**src/rtl/legacy_io_decode_pkg.sv**
```systemverilog
package legacy_io_decode_pkg;

  // Latched strap enables, already converted to active-high.
  typedef struct packed {
    logic kbdEn;
    logic rtcEn;
    logic cfgAlt;
  } strapSet_t;

  // Strobes from control to datapath / output gating.
  typedef struct packed {
    logic      anyCmd;   // read or write active, AEN low, out of reset
    logic      wrCmd;    // write active, AEN low, out of reset
    logic      hiEn;     // high-range window enabled
    strapSet_t straps;
  } ctrlStrobe_t;

  // Raw address hits from the datapath.
  typedef struct packed {
    logic kbdHit;
    logic ecHit;
    logic rtcHit;
    logic postHit;
    logic highHit;
    logic cfgIdxHit;
    logic cfgDatHit;
  } addrHit_t;

  localparam int NUM_SEL = 7;

endpackage

```
**src/rtl/legacy_io_decode_ctrl.sv**
```systemverilog
module legacy_io_decode_ctrl
  import legacy_io_decode_pkg::*;
(
  input  logic        clk,
  input  logic        rstN,
  input  logic        iorN,
  input  logic        iowN,
  input  logic        aen,
  input  logic        highRangeEn,
  input  logic        strapKbdN,
  input  logic        strapRtcN,
  input  logic        strapCfgAltN,
  output ctrlStrobe_t strobe
);

  strapSet_t strapQ;
  logic      strapValid;

  // Straps follow the pins on every edge while reset is held, then freeze.
  always_ff @(posedge clk) begin
    if (!rstN) begin
      strapQ.kbdEn  <= ~strapKbdN;
      strapQ.rtcEn  <= ~strapRtcN;
      strapQ.cfgAlt <= ~strapCfgAltN;
      strapValid    <= 1'b1;
    end
  end

  logic cmdLive;
  logic wrLive;

  always_comb begin
    cmdLive = rstN && !aen && (!iorN || !iowN);
    wrLive  = rstN && !aen && !iowN;

    strobe.anyCmd = cmdLive;
    strobe.wrCmd  = wrLive;
    strobe.hiEn   = highRangeEn;
    strobe.straps = strapValid ? strapQ : '0;
  end

  // latched straps do not move once reset has been released
  a_r9_strap_hold: assert property (@(posedge clk) disable iff (!rstN)
    $past(rstN) |-> $stable(strapQ));

endmodule

```
**src/rtl/legacy_io_decode_match.sv**
```systemverilog
module legacy_io_decode_match
  import legacy_io_decode_pkg::*;
#(
  parameter int          ADDR_W       = 16,
  parameter int          HIGH_LSB     = 11,
  parameter logic [15:0] KBD_PORT_A   = 16'h0060,
  parameter logic [15:0] KBD_PORT_B   = 16'h0064,
  parameter logic [15:0] EC_PORT_A    = 16'h0062,
  parameter logic [15:0] EC_PORT_B    = 16'h0066,
  parameter logic [15:0] RTC_PORT     = 16'h0070,
  parameter logic [15:0] POST_PORT    = 16'h0080,
  parameter logic [15:0] CFG_PORT_PRI = 16'h004E,
  parameter logic [15:0] CFG_PORT_ALT = 16'h002E
) (
  input  logic [ADDR_W-1:0] ioAddr,
  input  logic              cfgAlt,
  output addrHit_t          hits
);

  localparam int NUM_FIXED = 6;
  localparam int HIGH_W    = ADDR_W - HIGH_LSB;

  // Fixed single-address ports, compared in parallel.
  localparam logic [15:0] FIXED_PORTS [NUM_FIXED] = '{
    KBD_PORT_A, KBD_PORT_B, EC_PORT_A, EC_PORT_B, RTC_PORT, RTC_PORT + 16'd1
  };

  logic [NUM_FIXED-1:0] fixedHit;

  genvar gi;
  generate
    for (gi = 0; gi < NUM_FIXED; gi++) begin : g_fixed
      assign fixedHit[gi] = (ioAddr == FIXED_PORTS[gi][ADDR_W-1:0]);
    end
  endgenerate

  logic [ADDR_W-1:0] cfgBase;
  logic              cfgPairHit;

  always_comb begin
    cfgBase    = cfgAlt ? CFG_PORT_ALT[ADDR_W-1:0] : CFG_PORT_PRI[ADDR_W-1:0];
    cfgPairHit = (ioAddr[ADDR_W-1:1] == cfgBase[ADDR_W-1:1]);

    hits.kbdHit    = fixedHit[0] | fixedHit[1];
    hits.ecHit     = fixedHit[2] | fixedHit[3];
    hits.rtcHit    = fixedHit[4] | fixedHit[5];
    hits.postHit   = (ioAddr == POST_PORT[ADDR_W-1:0]);
    hits.highHit   = (ioAddr[ADDR_W-1:HIGH_LSB] == HIGH_W'(0));
    hits.cfgIdxHit = cfgPairHit && !ioAddr[0];
    hits.cfgDatHit = cfgPairHit &&  ioAddr[0];
  end

endmodule

```
**src/rtl/legacy_io_decode.sv**
```systemverilog
module legacy_io_decode
  import legacy_io_decode_pkg::*;
#(
  parameter int ADDR_W   = 16,
  parameter int HIGH_LSB = 11
) (
  input  logic              clk,
  input  logic              rstN,
  input  logic [ADDR_W-1:0] ioAddr,
  input  logic              iorN,
  input  logic              iowN,
  input  logic              aen,
  input  logic              highRangeEn,
  input  logic              strapKbdN,
  input  logic              strapRtcN,
  input  logic              strapCfgAltN,
  output logic              kbdSelN,
  output logic              ecSelN,
  output logic              rtcSelN,
  output logic              postSelN,
  output logic              highSelN,
  output logic              cfgIndexSelN,
  output logic              cfgDataSelN
);

  ctrlStrobe_t strobe;
  addrHit_t    hits;

  legacy_io_decode_ctrl u_ctrl (
    .clk          (clk),
    .rstN         (rstN),
    .iorN         (iorN),
    .iowN         (iowN),
    .aen          (aen),
    .highRangeEn  (highRangeEn),
    .strapKbdN    (strapKbdN),
    .strapRtcN    (strapRtcN),
    .strapCfgAltN (strapCfgAltN),
    .strobe       (strobe)
  );

  legacy_io_decode_match #(
    .ADDR_W   (ADDR_W),
    .HIGH_LSB (HIGH_LSB)
  ) u_match (
    .ioAddr (ioAddr),
    .cfgAlt (strobe.straps.cfgAlt),
    .hits   (hits)
  );

  always_comb begin
    kbdSelN      = ~(strobe.anyCmd && strobe.straps.kbdEn && hits.kbdHit);
    ecSelN       = ~(strobe.anyCmd && strobe.straps.kbdEn && hits.ecHit);
    rtcSelN      = ~(strobe.anyCmd && strobe.straps.rtcEn && hits.rtcHit);
    postSelN     = ~(strobe.wrCmd  && hits.postHit);
    highSelN     = ~(strobe.anyCmd && strobe.hiEn && hits.highHit);
    cfgIndexSelN = ~(strobe.anyCmd && hits.cfgIdxHit);
    cfgDataSelN  = ~(strobe.anyCmd && hits.cfgDatHit);
  end

  logic [NUM_SEL-1:0] selActive;
  assign selActive = ~{kbdSelN, ecSelN, rtcSelN, postSelN, highSelN,
                       cfgIndexSelN, cfgDataSelN};

  // DMA cycles never produce a select
  a_r7_aen_blocks: assert property (@(posedge clk) disable iff (!rstN)
    aen |-> (selActive == '0));

  // POST port only on writes
  a_r4_post_write_only: assert property (@(posedge clk) disable iff (!rstN)
    !postSelN |-> !iowN);

  // RTC select confined to its two addresses
  a_r3_rtc_range: assert property (@(posedge clk) disable iff (!rstN)
    !rtcSelN |-> (ioAddr[ADDR_W-1:1] == (ADDR_W-1)'(16'h0038)));

  // fixed-port selects are mutually exclusive
  a_r1_fixed_exclusive: assert property (@(posedge clk) disable iff (!rstN)
    $onehot0({selActive[6:3], selActive[1:0]}));

  // no command, no select
  a_r8_need_cmd: assert property (@(posedge clk) disable iff (!rstN)
    (iorN && iowN) |-> (selActive == '0));

  // reset keeps all selects inactive
  always_ff @(posedge clk) begin
    if (!rstN) begin
      a_r10_reset_idle: assert (selActive == '0);
    end
  end

endmodule

```
**config.mk**
```make
export PLATFORM = sky130hd
export DESIGN_NAME = legacy_io_decode
export DESIGN_NICKNAME = d
export VERILOG_FILES = /design/src/rtl/legacy_io_decode_pkg.sv /design/src/rtl/legacy_io_decode_ctrl.sv /design/src/rtl/legacy_io_decode_match.sv /design/src/rtl/legacy_io_decode.sv
export SDC_FILE = /design/constraint.sdc
export NUM_CORES = 1
export LEC_CHECK = 0
export ABC_AREA = 1
export BUFFER_PORTS_ARGS = -buffer_cell sky130_fd_sc_hd__buf_2
export CAP_MARGIN = 25
export CORE_AREA = 5 5 42 44
export DETAILED_ROUTE_END_ITERATION = 8
export DIE_AREA = 0 0 47 49
export SYNTH_ARGS = -nofsm -noshare
export SYNTH_HDL_FRONTEND = slang
export SYNTH_SLANG_ARGS = --single-unit
```
**constraint.sdc**
```tcl
create_clock -name clk -period 1.05 [get_ports clk]
set_input_delay 0.105 -clock clk [delete_from_list [all_inputs] [get_ports clk]]
set_output_delay 0.105 -clock clk [all_outputs]
set_load 0.01 [all_outputs]
```
-- Word-level counts from Yosys, hierarchy flattened
Index checks and enable logic that the tools add are counted.
- bits in registers: 3
- output and inout bits: 7
- word-level logic and storage cells: 46
- equality and inequality tests: 8
- multiplexer cells: 1
- bitwise gates (word level): 13
- reductions and logical operators: 21
- operators with widths (kind ; count):
    $eq A16 B7 Y1 const B ; 6
    $eq A16 B8 Y1 const B ; 1
    $eq A15 B15 Y1 ; 1
    $logic_and A1 B1 Y1 ; 15
    $not A1 Y1 ; 10
    $mux W7 ; 1
    $logic_not A5 Y1 ; 1
    $logic_not A1 Y1 ; 4
    $or A1 B1 Y1 ; 3
    $logic_or A1 B1 Y1 ; 1

-- Depth between registers and ports, before layout
Gate-level depths: netlist of the first run.
- word-level depth: 6
- mapped depth: 4
- gate-level depth less buffers: 4

-- Modules after synthesis
From an unflattened synthesis of the first run, not the netlist that was laid out.
- cell total of the unflattened synthesis: 64
- area, all modules: 359.1 um^2
- modules (own cells, without submodules) (module ; times used ; cells each ; area an instance (um^2) ; seq. area each (um^2)):
    legacy_io_decode_match ; 1 ; 41 ; 177.7 ; 0.0
    legacy_io_decode_ctrl ; 1 ; 16 ; 150.1 ; 90.1
    legacy_io_decode ; 1 ; 7 ; 31.3 ; 0.0

-- Worst setup path before layout of the first run
No wires, ideal clock.
- path kind: reg-to-output
- from: reg u_ctrl.strapQ[0] (netlist name)
- to: out cfgDataSelN
- arrival time: 0.721 ns
- data required time: 0.945 ns
- path slack: 0.224 ns
- cell stages (with the launch flop): 4
- buffers on the path: 0
- cell sequence: edfxtp_1 > nand3b_1 > nand2_1 > nand4_1
- cells in the longest elaborated chain, start to end: 5
- ends and longest elaborated chain (item ; line ; text):
    $mux W7 ; legacy_io_decode_match.sv:41 ; cfgBase = cfgAlt ? CFG_PORT_ALT[ADDR_W-1:0] : CFG_PORT_PRI[ADDR_W-1:0];
    $eq A15 B15 Y1 ; legacy_io_decode_match.sv:42 ; cfgPairHit = (ioAddr[ADDR_W-1:1] == cfgBase[ADDR_W-1:1]);
    $logic_and A1 B1 Y1 ; legacy_io_decode_match.sv:50 ; hits.cfgDatHit = cfgPairHit && ioAddr[0];
    $logic_and A1 B1 Y1 ; legacy_io_decode.sv:58 ; cfgDataSelN = ~(strobe.anyCmd && hits.cfgDatHit);
    $not A1 Y1 ; legacy_io_decode.sv:58 ;
    end: declaration ; legacy_io_decode.sv:23 ; output logic cfgDataSelN
Every way passes these cells.

-- Worst setup path in the final report of the first run
- from: reg u_ctrl.strapQ[0] (netlist name)
- to: out cfgDataSelN
- cells in the longest elaborated chain, start to end: 5
- ends and longest elaborated chain (item ; line):
    $mux W7 ; legacy_io_decode_match.sv:41
    $eq A15 B15 Y1 ; legacy_io_decode_match.sv:42
    $logic_and A1 B1 Y1 ; legacy_io_decode_match.sv:50
    $logic_and A1 B1 Y1 ; legacy_io_decode.sv:58
    $not A1 Y1 ; legacy_io_decode.sv:58
Every way passes these cells.

==> out/qor.csv, run 1 <==
stage,metric,value,unit
grt,gr usage total,8.828,%
floorplan,Initial Util,23.57,%
grt,grt ovf,0,
layout,ant diodes,0,
routing,vias,459,
worst_setup_path,Worst Path Required,940,ps
worst_setup_path,Crit path largest cell delay,370,ps
layout,"non-filler cells, final",105,
synth,post-synth cell types,9,
routing,routed len/inst,9.848,um
run_status,status,"complete, but fails checks",
grt,initial antenna violation count,0,
layout,Top Registers,u_ctrl.strapQ: 3 flops,
floorplan,Die ar.,2303,um2
place,dpl ws,113.8,ps
clocking,Hold Buf Count CTS,0,
worst_setup_path,Critical Path Source Type,flip-flop,
timing,fin crit share,112.4,%
clocking,CTS Buf Count,3,
routing,final wirelength,1.034,mm
timing,Final Hold Vio Count,0,
worst_setup_path,crit path cell chain,nand3b_1 -> nand2_1 -> nand4_1 -> buf_2,
power_and_ir_drop,PwrDens,838.9,nW/um2
worst_setup_path,"Data arrival, critical path",1080,ps
timing,min Tclk post-route,1181,ps
worst_setup_path,slowest library cell on the worst path,edfxtp_1,
synth,top post-synthesis cells by area,"edfxtp_1 27%, nand4_1 17%, inv_1 15%",
worst_setup_path,worst setup path category,reg2out,
layout,share of cells above drive strength 1,40.45,%
grt,vias in the first global route,414,
floorplan,Die X-Extent,47,um
synth,Post-Syn Instances,54,
floorplan,CORE AREA,1401,um2
grt,largest net degree at the start of global routing,7,
place,hpwl dp,924.3,um
layout,number of flip-flops in the largest register,3,
synth,sequential-to-total area share from yosys stat,27.27,%
synth,Post-Syn Nets,79,
min_path,worst hold path class,in2reg,
layout,multi-input logic area,193.9,um2
synth,"area leader, netlist",edfxtp_1,
routing,TritonRoute pass-1 iters,2,
layout,Area Growth Syn to Fin,61.74,%
timing,final worst slack,-130.6,ps
timing,WHS,107.9,ps
worst_setup_path,CP Capture Type,output port,
place,placed cell count,101,
timing,Final setup viols,4,
layout,fin nets,115,
power_and_ir_drop,Peak VDD IR,0.0005409,V
routing,Antenna Nets Post-Route,0,
floorplan,Ports,32,
routing,Detailed Route Iter0 Violations,4,
clocking,H-tree levels,1,
timing,fmax,847.0,MHz
floorplan,die height,49,um
synth,top-area cell type share of the netlist area,27.27,%
place,GPL Wtd Cong,0.6800,
synth,Yosys warnings,0,
power_and_ir_drop,LEAKAGE,0.2721,nW
layout,Finished Cell Area,534.3,um2
routing,routed vias/inst,4.371,
layout,Reg with most FFs,u_ctrl.strapQ,
timing,Max-Slew Margin vs Limit,89.13,%
run_status,failing checks,setup timing,
flow_run,max cap viols,0,
timing,RSZ-0062 raised after global routing,yes,
worst_setup_path,crit-path max FO,2,
floorplan,num rows,14,
synth,syn avg cell area,6.117,um2
clocking,CTS tree,built,
timing,measured slew at the worst slew-check pin,162.5,ps
layout,FILL cells,176,
clocking,root buffer cell,clkbuf_4,
synth,mapped cell area,330.3,um2
grt,first-pass GRT wire length,1.511,mm
clocking,CTS sink cnt,3,
layout,Register Area,90.09,um2
clocking,Clock transition at path regs,30,ps
synth,#FFs+latches synth,3,
timing,max-slew violation count,0,
routing,DRC viols,0,
place,Port-buffer cells,31,
clocking,clk buf depth,2,
place,placed inst area,505.5,um2
critical path: cells and delay by family, from the launching register on:
kind | cells | cell delay [ps]
and+or+nand+nor | 3 | 330
DFF | 1 | 370
buffers and inverters | 1 | 150
repair_timing:
action	CTS	global route
endpoints found under the setup margin	5	5
gates resized for setup	1	0
pin swaps	2	0
gates cloned	0	0
buffers inserted	0	0
path summary, 6_finish.rpt:
kind	from	end	slack, ps	cells after the start
setup / recovery	u_ctrl.strapQ[0]	cfgDataSelN	-130	4
hold / removal	strapCfgAltN	u_ctrl.strapQ[0]	110	2
power by group:
group	internal, W	switching (W)	total, W
sequential	0.000143	0.00000276	0.000146
clock	0.000142	0.0000574	0.000200
combinational	0.0000486	0.0000539	0.000103
layout make-up:
type	instances	share of cell area [%]
Multi-Input combinational cell	38	36.30
Timing Repair Buffer	31	29.04
Sequential cell	3	16.86
Inverter	13	9.133
Clock buffer	4	4.918
Tap cell	16	3.747
cells in the final DEF, fill, tap and decap left out:
cell type,count
buf_2,31
inv_1,13
nor2_1,10
nand4_1,9
nand2_1,6
nand3_1,5
nor3_1,4
clkbuf_4,3
edfxtp_1,3
nand3b_1,2
nor2_4,1
nor2_2,1
clkbuf_1,1
through the flow:
step | power [W] | TNS [ps] | utilization (%)
after floorplan | 0.0001876 | 0 | -
after global placement | 0.0002484 | 0 | 36.07
after detailed placement | 0.0002498 | 0 | 36.07
after CTS | 0.0004608 | -392.6 | 38.13
after global routing | 0.0004833 | -710.7 | 38.13
final | 0.0004482 | -336.9 | 38.13
logic make-up (layout without fill, tap and decap cells):
group	after synthesis	after routing	synth area share (%)
buffers and inverters	13	48	14.77
flip-flops	3	3	27.27
AND/OR/NAND/NOR	38	38	57.95
layer usage:
layer / track usage, % / part of all wire, % / vias to the layer above
met2: 13.57 / 45 / 24
met5: 0 / 0 / -
met4: 5.530 / 0 / 0
met3: 3.690 / 19 / 0
met1: 9.534 / 35 / 185
li1: - / - / 250
synth_stat cells:
master / number
nand3_1: 5
nor2_1: 11
nor2_4: 1
nand4_1: 9
nand3b_1: 2
edfxtp_1: 3
nor3_1: 4
nand2_1: 6
inv_1: 13
Power figures use the tool's default switching activity.
==> run 2: changes to the inputs <==
ABC_AREA = not set   (was 1)
==> run 2 against run 1 <==
  * The flow still finishes with violations (setup timing)
  * Non-clock buffer count grew 5
  * Die area did not move
  * Combinational power increased by 11%
  * Largest power group unchanged
  * Routed wire length rose by 4.3%
  * Maximum frequency shrank 15%
  * Via count shrank 3.5%
  * Sequential share of layout area fell by 1.3 points
  * Synthesized cell count shrank 30%
==> out/qor.csv, run 2 <==
stage,metric,value,unit,change
synth,mapped cell area,309.0,um2,was 330.3 um2
synth,#FFs+latches synth,3,,unchanged
synth,Post-Syn Instances,38,,was 54
grt,gr usage total,10.03,%,was 8.828%
worst_setup_path,Worst Path Buf+Inv,2,,was 1
layout,share of cells above drive strength 1,57.69,%,was 40.45%
grt,initial antenna violation count,0,,unchanged
grt,grt ovf,0,,unchanged
timing,max-slew violation count,0,,unchanged
synth,post-synth cell types,18,,was 9
place,dpl ws,-329.5,ps,was 113.8 ps
grt,largest net degree at the start of global routing,5,,was 7
worst_setup_path,"CP delay by family, top",simple AND/OR/NAND/NOR gates,,was flip-flops
layout,number of flip-flops in the largest register,3,,unchanged
place,placed inst area,521.8,um2,was 505.5 um2
layout,"commonest non-fill, non-tap cell in the layout",buf_2,,unchanged
clocking,CTS tree,built,,unchanged
layout,fin nets,104,,was 115
run_status,status,"complete, but fails checks",,unchanged
routing,vias,443,,was 459
place,Port-buffer cells,31,,unchanged
floorplan,Initial Util,22.05,%,was 23.57%
timing,Final setup viols,6,,was 4
timing,RSZ-0062 raised after global routing,yes,,unchanged
timing,fin crit share,132.7,%,was 112.4%
timing,WHS,105.0,ps,was 107.9 ps
worst_setup_path,crit path cell chain,buf_6 -> or4_4 -> nor4_2 -> nand3_1 -> buf_2,,was nand3b_1 -> nand2_1 -> nand4_1 -> buf_2
grt,first-pass GRT wire length,1.690,mm,was 1.511 mm
grt,vias in the first global route,451,,was 414
place,hpwl dp,932.7,um,was 924.3 um
layout,FILL cells,162,,was 176
clocking,CTS Buf Count,3,,unchanged
clocking,Clock transition at path regs,40,ps,was 30 ps
synth,syn avg cell area,8.133,um2,was 6.117 um2
layout,Area Growth Syn to Fin,87.45,%,was 61.74%
routing,routed len/inst,11.47,um,was 9.848 um
worst_setup_path,Crit path depth,5,,was 4
power_and_ir_drop,PwrDens,799.0,nW/um2,was 838.9 nW/um2
clocking,H-tree levels,1,,unchanged
floorplan,Die ar.,2303,um2,unchanged
floorplan,Ports,32,,unchanged
routing,Detailed Route Iter0 Violations,3,,was 4
place,placed cell count,90,,was 101
worst_setup_path,Critical Path Source Type,primary input,,was flip-flop
layout,Reg with most FFs,u_ctrl.strapQ,,unchanged
routing,routed vias/inst,4.713,,was 4.371
min_path,WHS Path Cells,2,,unchanged
synth,list of most frequent post-synthesis cells,"5 x inv_1, 4 x nand4_1",,"was 13 x inv_1, 11 x nor2_1, 9 x nand4_1"
synth,ys flop type,edfxtp_1,,unchanged
routing,final wirelength,1.078,mm,was 1.034 mm
synth,"area leader, netlist",edfxtp_1,,unchanged
timing,Max-Slew Margin vs Limit,80.92,%,was 89.13%
floorplan,CORE AREA,1401,um2,unchanged
timing,Final Hold Vio Count,0,,unchanged
synth,top-area cell type share of the netlist area,29.15,%,was 27.27%
floorplan,num rows,14,,unchanged
timing,min Tclk post-route,1393,ps,was 1181 ps
min_path,worst hold path class,in2reg,,unchanged
worst_setup_path,"Data arrival, critical path",1290,ps,was 1080 ps
layout,Finished Cell Area,579.3,um2,was 534.3 um2
timing,fmax,717.8,MHz,was 847.0 MHz
synth,"Async S/R FF share, synth",0,%,unchanged
timing,final worst slack,-343.2,ps,was -130.6 ps
floorplan,Die X-Extent,47,um,unchanged
timing,measured slew at the worst slew-check pin,285.6,ps,was 162.5 ps
synth,Yosys warnings,0,,unchanged
worst_setup_path,slowest library cell on the worst path,or4_4,,was edfxtp_1
routing,TritonRoute pass-1 iters,3,,was 2
layout,most frequent cells in the layout,"29 x buf_2, 5 x inv_1, 5 x buf_4",,"was 31 x buf_2, 13 x inv_1, 10 x nor2_1"
power_and_ir_drop,total power,0.0004629,W,was 0.0004482 W
synth,sequential-to-total area share from yosys stat,29.15,%,was 27.27%
worst_setup_path,Crit path largest cell delay,580,ps,was 370 ps
worst_setup_path,Worst Path Required,940,ps,about the same
power_and_ir_drop,Peak VDD IR,0.0005411,V,was 0.0005409 V
layout,ant diodes,0,,unchanged
worst_setup_path,crit-path max FO,4,,was 2
clocking,root buffer cell,clkbuf_4,,unchanged
floorplan,die height,49,um,unchanged
synth,Post-Syn Nets,63,,was 79
clocking,clk buf depth,2,,unchanged
synth,top post-synthesis cells by area,"edfxtp_1 29%, nor4b_1 8.5%, nand4_1 8.1%",,"was edfxtp_1 27%, nand4_1 17%, inv_1 15%"
layout,Top Registers,u_ctrl.strapQ: 3 flops,,unchanged
place,GPL Wtd Cong,0.7429,,was 0.6800
power_and_ir_drop,LEAKAGE,0.2609,nW,was 0.2721 nW
run_status,failing checks,setup timing,,unchanged
layout,Register Area,90.09,um2,unchanged
layout,"non-filler cells, final",94,,was 105
synth,"EDFF count, synth",3,,unchanged
worst_setup_path,worst setup path category,in2out,,was reg2out
worst_setup_path,CP Capture Type,output port,,unchanged
clocking,CTS sink cnt,3,,unchanged
routing,Antenna Nets Post-Route,0,,unchanged
routing,DRC viols,0,,unchanged
synth,most common cell in the netlist,inv_1,,unchanged
layout,multi-input logic area,219.0,um2,was 193.9 um2
flow_run,max cap viols,0,,unchanged
[run 2: changes by cell type in the layout (fill, tap and decap cells not counted), moves of 4 or more]
cell / delta
inv_1: -8
nor2_1: -7
buf_4: +5
nand4_1: -5
nand2_1: -4
nor3_1: -4
[run 2: what timing repair did]
action,in CTS,in global routing
hold buffers,0,0
pin swaps,0,1
setup endpoints to repair,6,6
buffers inserted,0,0
gates resized for setup,4,2
[run 2: metal layers]
metal  part of all wire, %  GRT usage (%)
met1                    33          10.20
met2                    60          16.97
met3                   6.2          2.214
met4                   1.3          6.912
met5                     0              0
[run 2: worst paths after layout]
path / start / end / slack [ps]
setup / recovery: ioAddr[9] / cfgIndexSelN / -340
hold / removal: strapRtcN / u_ctrl.strapQ[1] / 110
[run 2: final cells by class]
type                            instances  share of cell area, %
Multi-Input combinational cell         30                  37.80
Timing Repair Buffer                   36                  35.42
Sequential cell                         3                  15.55
Clock buffer                            4                  4.536
Tap cell                               16                  3.456
Inverter                                5                  3.240
[run 2: kinds of logic after synthesis]
logic type	Yosys count	synth area share (%)
DFF	3	29.15
AOI/OAI and AO/OA	1	1.618
buffers and inverters	5	6.074
and+or+nand+nor	29	63.16
[run 2: stage by stage]
stage | TNS (ps) | util [%]
2_1_floorplan | -365.1 | -
5_1_grt | -2085 | 41.34
6_report | -1837 | 41.34
3_3_place_gp | -1826 | 37.23
3_5_place_dp | -1836 | 37.23
4_1_cts | -1816 | 40.45
[run 2: report_power, final]
part,internal (W),switching [W],total [W]
Combinational,0.0000641,0.0000500,0.000114
Clock,0.000142,0.0000602,0.000203
Sequential,0.000143,0.00000285,0.000146
Total,0.000350,0.000113,0.000463
